**src/rtl/pir_pkg.sv**
```systemverilog
package pir_pkg;
  localparam int PIR_NPIN    = 2;
  localparam int PIR_PIN_MI  = 0;
  localparam int PIR_PIN_NMI = 1;

  typedef enum logic [1:0] {
    ST_IDLE    = 2'd0,
    ST_FETCH   = 2'd1,
    ST_PRESENT = 2'd2
  } pir_state_e;
endpackage

```
**src/rtl/pir_edge_latch.sv**
```systemverilog
module pir_edge_latch (
  input  logic clk,
  input  logic rst_n,
  input  logic pin,
  input  logic block,
  input  logic clr,
  output logic pend
);
  logic pin_q;
  logic pend_q, pend_n;
  logic rise;

  assign rise = pin & ~pin_q;

  always_comb begin
    pend_n = pend_q;
    if (clr)   pend_n = 1'b0;
    if (rise)  pend_n = 1'b1;
    if (block) pend_n = 1'b0;
  end

  always_ff @(posedge clk or negedge rst_n) begin
    if (!rst_n) begin
      pin_q  <= 1'b0;
      pend_q <= 1'b0;
    end else begin
      pin_q  <= pin;
      pend_q <= pend_n;
    end
  end

  assign pend = pend_q;
endmodule

```
**src/rtl/pir_vec_table.sv**
```systemverilog
module pir_vec_table #(
  parameter int VEC_W        = 8,
  parameter int NPIN         = 2,
  parameter int MIN_USER_VEC = 32,
  parameter int RESET_VEC    = 32
) (
  input  logic                       clk,
  input  logic                       rst_n,
  input  logic                       we,
  input  logic [$clog2(NPIN)-1:0]    sel,
  input  logic [VEC_W-1:0]           wvec,
  input  logic                       wmask,
  output logic [NPIN-1:0][VEC_W-1:0] ent_vec,
  output logic [NPIN-1:0]            ent_mask,
  output logic                       bad_flag
);
  localparam logic [VEC_W-1:0] MIN_V = VEC_W'(MIN_USER_VEC);
  localparam logic [VEC_W-1:0] RST_V = VEC_W'(RESET_VEC);

  logic legal;
  logic bad_q, bad_n;

  assign legal = (wvec >= MIN_V);

  always_comb begin
    bad_n = bad_q;
    if (we && !legal) bad_n = 1'b1;
  end

  always_ff @(posedge clk or negedge rst_n) begin
    if (!rst_n) bad_q <= 1'b0;
    else        bad_q <= bad_n;
  end

  assign bad_flag = bad_q;

  for (genvar g = 0; g < NPIN; g++) begin : g_ent
    logic             en;
    logic [VEC_W-1:0] vec_q;
    logic             mask_q;

    assign en = we && legal && (sel == ($clog2(NPIN))'(g));

    always_ff @(posedge clk or negedge rst_n) begin
      if (!rst_n) begin
        vec_q  <= RST_V;
        mask_q <= 1'b1;
      end else if (en) begin
        vec_q  <= wvec;
        mask_q <= wmask;
      end
    end

    assign ent_vec[g]  = vec_q;
    assign ent_mask[g] = mask_q;
  end
endmodule

```
**src/rtl/pir_delivery.sv**
```systemverilog
module pir_delivery
  import pir_pkg::*;
#(
  parameter int VEC_W   = 8,
  parameter int NMI_VEC = 2
) (
  input  logic                           clk,
  input  logic                           rst_n,
  input  logic                           prog_mode,
  input  logic                           core_ie,
  input  logic [PIR_NPIN-1:0]            pend,
  input  logic [PIR_NPIN-1:0][VEC_W-1:0] tab_vec,
  input  logic                           ext_valid,
  input  logic [VEC_W-1:0]               ext_vec,
  input  logic                           accept,
  output logic [PIR_NPIN-1:0]            clr,
  output logic                           ack,
  output logic                           valid,
  output logic [VEC_W-1:0]               vec,
  output logic                           nmi
);
  localparam logic [VEC_W-1:0] NMI_V = VEC_W'(NMI_VEC);

  pir_state_e       st_q, st_n;
  logic [VEC_W-1:0] vec_q, vec_n;
  logic             nmi_q, nmi_n;

  always_comb begin
    st_n  = st_q;
    vec_n = vec_q;
    nmi_n = nmi_q;
    clr   = '0;
    case (st_q)
      ST_IDLE: begin
        if (pend[PIR_PIN_NMI]) begin
          clr[PIR_PIN_NMI] = 1'b1;
          st_n             = ST_PRESENT;
          if (prog_mode) begin
            vec_n = tab_vec[PIR_PIN_NMI];
            nmi_n = 1'b0;
          end else begin
            vec_n = NMI_V;
            nmi_n = 1'b1;
          end
        end else if (pend[PIR_PIN_MI]) begin
          if (prog_mode) begin
            clr[PIR_PIN_MI] = 1'b1;
            st_n            = ST_PRESENT;
            vec_n           = tab_vec[PIR_PIN_MI];
            nmi_n           = 1'b0;
          end else if (core_ie) begin
            clr[PIR_PIN_MI] = 1'b1;
            st_n            = ST_FETCH;
          end
        end
      end
      ST_FETCH: begin
        if (ext_valid) begin
          vec_n = ext_vec;
          nmi_n = 1'b0;
          st_n  = ST_PRESENT;
        end
      end
      ST_PRESENT: begin
        if (accept) st_n = ST_IDLE;
      end
      default: st_n = ST_IDLE;
    endcase
  end

  always_ff @(posedge clk or negedge rst_n) begin
    if (!rst_n) begin
      st_q  <= ST_IDLE;
      vec_q <= '0;
      nmi_q <= 1'b0;
    end else begin
      st_q  <= st_n;
      vec_q <= vec_n;
      nmi_q <= nmi_n;
    end
  end

  assign ack   = (st_q == ST_FETCH);
  assign valid = (st_q == ST_PRESENT);
  assign vec   = vec_q;
  assign nmi   = nmi_q;
endmodule

```
**src/rtl/pin_irq_router.sv**
```systemverilog
module pin_irq_router
  import pir_pkg::*;
#(
  parameter int VEC_W        = 8,
  parameter int MIN_USER_VEC = 32,
  parameter int RESET_VEC    = 32,
  parameter int NMI_VEC      = 2
) (
  input  logic                clk,
  input  logic                rst_n,
  input  logic                prog_mode,
  input  logic [PIR_NPIN-1:0] pin_in,
  input  logic                core_ie,
  input  logic                cfg_we,
  input  logic                cfg_sel,
  input  logic [VEC_W-1:0]    cfg_vec,
  input  logic                cfg_mask,
  output logic                cfg_bad_vec,
  output logic                xc_ack,
  input  logic                xc_vec_valid,
  input  logic [VEC_W-1:0]    xc_vec,
  output logic                irq_valid,
  output logic [VEC_W-1:0]    irq_vec,
  output logic                irq_nmi,
  input  logic                irq_accept
);
  logic [PIR_NPIN-1:0][VEC_W-1:0] ent_vec;
  logic [PIR_NPIN-1:0]            ent_mask;
  logic [PIR_NPIN-1:0]            pend;
  logic [PIR_NPIN-1:0]            clr;

  pir_vec_table #(
    .VEC_W       (VEC_W),
    .NPIN        (PIR_NPIN),
    .MIN_USER_VEC(MIN_USER_VEC),
    .RESET_VEC   (RESET_VEC)
  ) u_table (
    .clk     (clk),
    .rst_n   (rst_n),
    .we      (cfg_we),
    .sel     (cfg_sel),
    .wvec    (cfg_vec),
    .wmask   (cfg_mask),
    .ent_vec (ent_vec),
    .ent_mask(ent_mask),
    .bad_flag(cfg_bad_vec)
  );

  for (genvar g = 0; g < PIR_NPIN; g++) begin : g_pin
    pir_edge_latch u_edge (
      .clk  (clk),
      .rst_n(rst_n),
      .pin  (pin_in[g]),
      .block(prog_mode & ent_mask[g]),
      .clr  (clr[g]),
      .pend (pend[g])
    );
  end

  pir_delivery #(
    .VEC_W  (VEC_W),
    .NMI_VEC(NMI_VEC)
  ) u_deliver (
    .clk      (clk),
    .rst_n    (rst_n),
    .prog_mode(prog_mode),
    .core_ie  (core_ie),
    .pend     (pend),
    .tab_vec  (ent_vec),
    .ext_valid(xc_vec_valid),
    .ext_vec  (xc_vec),
    .accept   (irq_accept),
    .clr      (clr),
    .ack      (xc_ack),
    .valid    (irq_valid),
    .vec      (irq_vec),
    .nmi      (irq_nmi)
  );
endmodule

```
**config.mk**
```make
export PLATFORM = sky130hd
export DESIGN_NAME = pin_irq_router
export DESIGN_NICKNAME = d
export VERILOG_FILES = /design/src/rtl/pir_pkg.sv /design/src/rtl/pir_edge_latch.sv /design/src/rtl/pir_vec_table.sv /design/src/rtl/pir_delivery.sv /design/src/rtl/pin_irq_router.sv
export SDC_FILE = /design/constraint.sdc
export NUM_CORES = 1
export LEC_CHECK = 0
export BUFFER_PORTS_ARGS = -buffer_cell sky130_fd_sc_hd__buf_2
export CELL_PAD_IN_SITES_DETAIL_PLACEMENT = 2
export CELL_PAD_IN_SITES_GLOBAL_PLACEMENT = 2
export CORE_ASPECT_RATIO = 1.1
export CORE_MARGIN = 5
export CORE_UTILIZATION = 37
export DETAILED_ROUTE_END_ITERATION = 8
export PLACE_DENSITY_LB_ADDON = 0.1
export SLEW_MARGIN = 20
export SYNTH_ARGS = -nofsm -noshare
export SYNTH_HDL_FRONTEND = slang
export SYNTH_HIERARCHICAL = 1
export SYNTH_SLANG_ARGS = --single-unit
```
**constraint.sdc**
```tcl
create_clock -name clk -period 2.4 [get_ports clk]
set_input_delay 0.12 -clock clk [delete_from_list [all_inputs] [get_ports clk]]
set_output_delay 0.12 -clock clk [all_outputs]
set_load 0.005 [all_outputs]
```
==> metrics.cfg <==
[route]
routed_via_density=5.17
route.detailed.drc=0
wirelength_mm=4.00
vias=1169
drt_iter0_drc=49
first_pass_iters=4
wl_per_cell_um=17.7
ant_nets=0

[min_path]
hp-class=primary input to flip-flop

[timing]
layout_min_cycle_time_ns=1.79
finalCritPeriodShare_pct=74.8
worstMarginPinSlew_ns=0.762
fin_worst_skew_ns=0.00631
max_freq_mhz=557
setup_tns_ns=0
setup_viol=0
relSlewSlack_pct=49.2
slew_viol_final=0
finalHoldViolations=0
hold_ws_ns=0.0888
rsz0062_at_grt=false
setup_slack_ns=0.605

[clock_network]
ctsHoldBuffers=3
cts_sinks=34
cts_tree=done
cts_resized=0
clock_latency_ns=0.27
clk_pin_slew_ns=0.07
cts_post_setup_buffers_inserted=0
htree_levels=2
numCtsBuffers=5
cts_root_buffer=clkbuf_8
clock_path_buffers=2

[grt]
grt_start_max_net_pins=35
grt_pass1_wl_mm=6.71
antenna_found_initial=0
gr-total-overflow=0
grt_pass1_vias=1319
grt.total_usage_pct=15.0

[floorplan]
rows=25
die_area_sq_mm=0.00583
ios=39
die_w_um=73.2
core-area_sq_mm=0.00429
die_h_um=79.6
start_util_pct=38.0

[setup_path]
path_cells=a211oi_2 -> nor3_4 -> mux2_2
critPathLaunchType=flip-flop
path_buf_inv=0
critPathTopFamily=flip-flops
slowest_stage=dfrtp_1
crit_type=flip-flop to flip-flop
worstPathMaxFanout=21
critPathArrivalTime_ns=1.96
endpoint_kind=flip-flop
slowest_delay_ns=0.74
cp.required_ns=2.56

[synth]
ys_top_cells_by_count=dfrtp_1, mux2_2, nand2b_1, a31oi_1, nor3b_1
yosysSeqAreaShare_pct=52.6
syn_area_per_cell_sq_um=12.4
synth_top_cell_by_area=dfrtp_1
synth-edff-count=0
ys_seq_elements=34
ys_types=34
synth.most_common_cell=dfrtp_1
syn_nets=158
syn_inst=131
yosys.area.top_type_share_pct=46.1
ys.flop_type=dfrtp_1
synth_area_leaders=dfrtp_1, mux2_2, dfstp_2
ys_warn_count=6
async_flop_share_pct=100
netlist_area_sq_mm=0.00163

[power]
power.leakage_uw=0.000878
vdd_drop_max_mv=0.446
finalPower_uw=1780
powerDensity_mw_per_mm2=909

[final_layout]
areaGrowthSynthToFinish_pct=20.4
drive_above_1_share_pct=45.9
n_fill_cell=436
fin_nets=198
diodes=0
design_area_sq_mm=0.00196

[place]
place_area_sq_mm=0.00184
hpwl_mm=2.89
dp_slack_ns=0.597
io_buffers=38
routabilityCongestion=0.735

[run]
max_cap_viol_count=0

[run_status]
status=finished clean

==> sequential cells by signal, summed over array words and instances, names as in the netlist <==
signal,count
u_table/g_ent.vec_q,16
u_deliver/vec,8
g_pin.u_edge/pend,2
g_pin.u_edge/pin_q,2
u_deliver/st_q,2
u_table/g_ent.mask_q,2
u_deliver/nmi,1
u_table/bad_flag,1
==> power breakdown <==
part / internal (uW) / switching (uW) / total (uW)
clock network: 231 / 196 / 427
registers: 721 / 142 / 864
logic: 293 / 200 / 492
total: 1250 / 538 / 1780
==> cell usage in the layout, fill, tap and decap left out, drive strengths merged <==
cell type / Yosys / layout
dfrtp: 30 / 30
and3b: 1 / 1
nor4b: 1 / 1
nand2: 1 / 1
a211oi: 1 / 1
a21o: 1 / 1
nand3: 8 / 8
nand3b: 1 / 1
or4b: 1 / 1
clkbuf: 2 / 7
inv: 5 / 5
or3: 1 / 1
o21bai: 1 / 1
mux2: 20 / 20
nor2: 2 / 2
clkinv: 0 / 1
a21oi: 2 / 2
buf: 6 / 38
o21ai: 1 / 1
and2b: 1 / 1
a22o: 3 / 3
and2: 2 / 2
nor3b: 8 / 8
a31oi: 8 / 8
a32o: 3 / 3
nor2b: 2 / 2
o31ai: 1 / 1
nor3: 1 / 1
dlygate4sd3: 0 / 3
o21a: 1 / 1
nand2b: 12 / 12
dfstp: 4 / 4
==> cell type report <==
type | count | area [sq um] | share of cell area, %
flip-flops and latches | 34 | 856 | 43.7
multi-input cells | 84 | 707 | 36.1
repair buffers | 41 | 220 | 11.2
clock buffers | 7 | 86.3 | 4.40
well taps | 54 | 67.6 | 3.45
inverters | 5 | 18.8 | 0.957
clock inverters | 1 | 5.00 | 0.255
==> logic make-up (layout without fill, tap and decap cells) <==
group           Yosys count  after routing  share of synthesized area, %
flops                    34             34                          52.6
simple gates             42             42                          19.0
mux                      20             20                          13.8
compound gates           22             22                          10.6
buf+inv                  13             54                          4.00
==> metal layers <==
layer	track usage (%)	part of all wire, %	vias up
met5	0	0	-
met4	3.87	0.82	0
met3	3.78	5.3	4
met2	24.5	50	27
met1	19.6	44	586
li1	-	-	552
==> stage by stage <==
step / instances / utilization, %
2_1_floorplan: 131 / -
5_1_grt: 226 / 45.8
6_report: 226 / 45.8
4_1_cts: 226 / 45.8
3_5_place_dp: 215 / 42.9
3_3_place_gp: 215 / 42.9
==> final timing paths <==
kind / slack, ns / endpoint / depth (start not counted) / from
min in group asynchronous: 0.46 / g_pin[0].u_edge/pin_q$_DFF_PN0_ / 2 / rst_n
max reg2reg: 0.61 / u_deliver/vec[7]$_DFFE_PN0P_ / 3 / g_pin[1].u_edge/pend$_DFFE_PN0P_
max: 0.61 / u_deliver/vec[7]$_DFFE_PN0P_ / 3 / g_pin[1].u_edge/pend$_DFFE_PN0P_
max in group asynchronous: 1.46 / u_table/bad_flag$_DFFE_PN0P_ / 2 / rst_n
min: 0.09 / u_table/g_ent[0].vec_q[2]$_DFFE_PN0P_ / 2 / cfg_vec[2]
min reg2reg: 0.48 / u_table/bad_flag$_DFFE_PN0P_ / 1 / u_table/bad_flag$_DFFE_PN0P_
(Power assumes the default switching activity.)
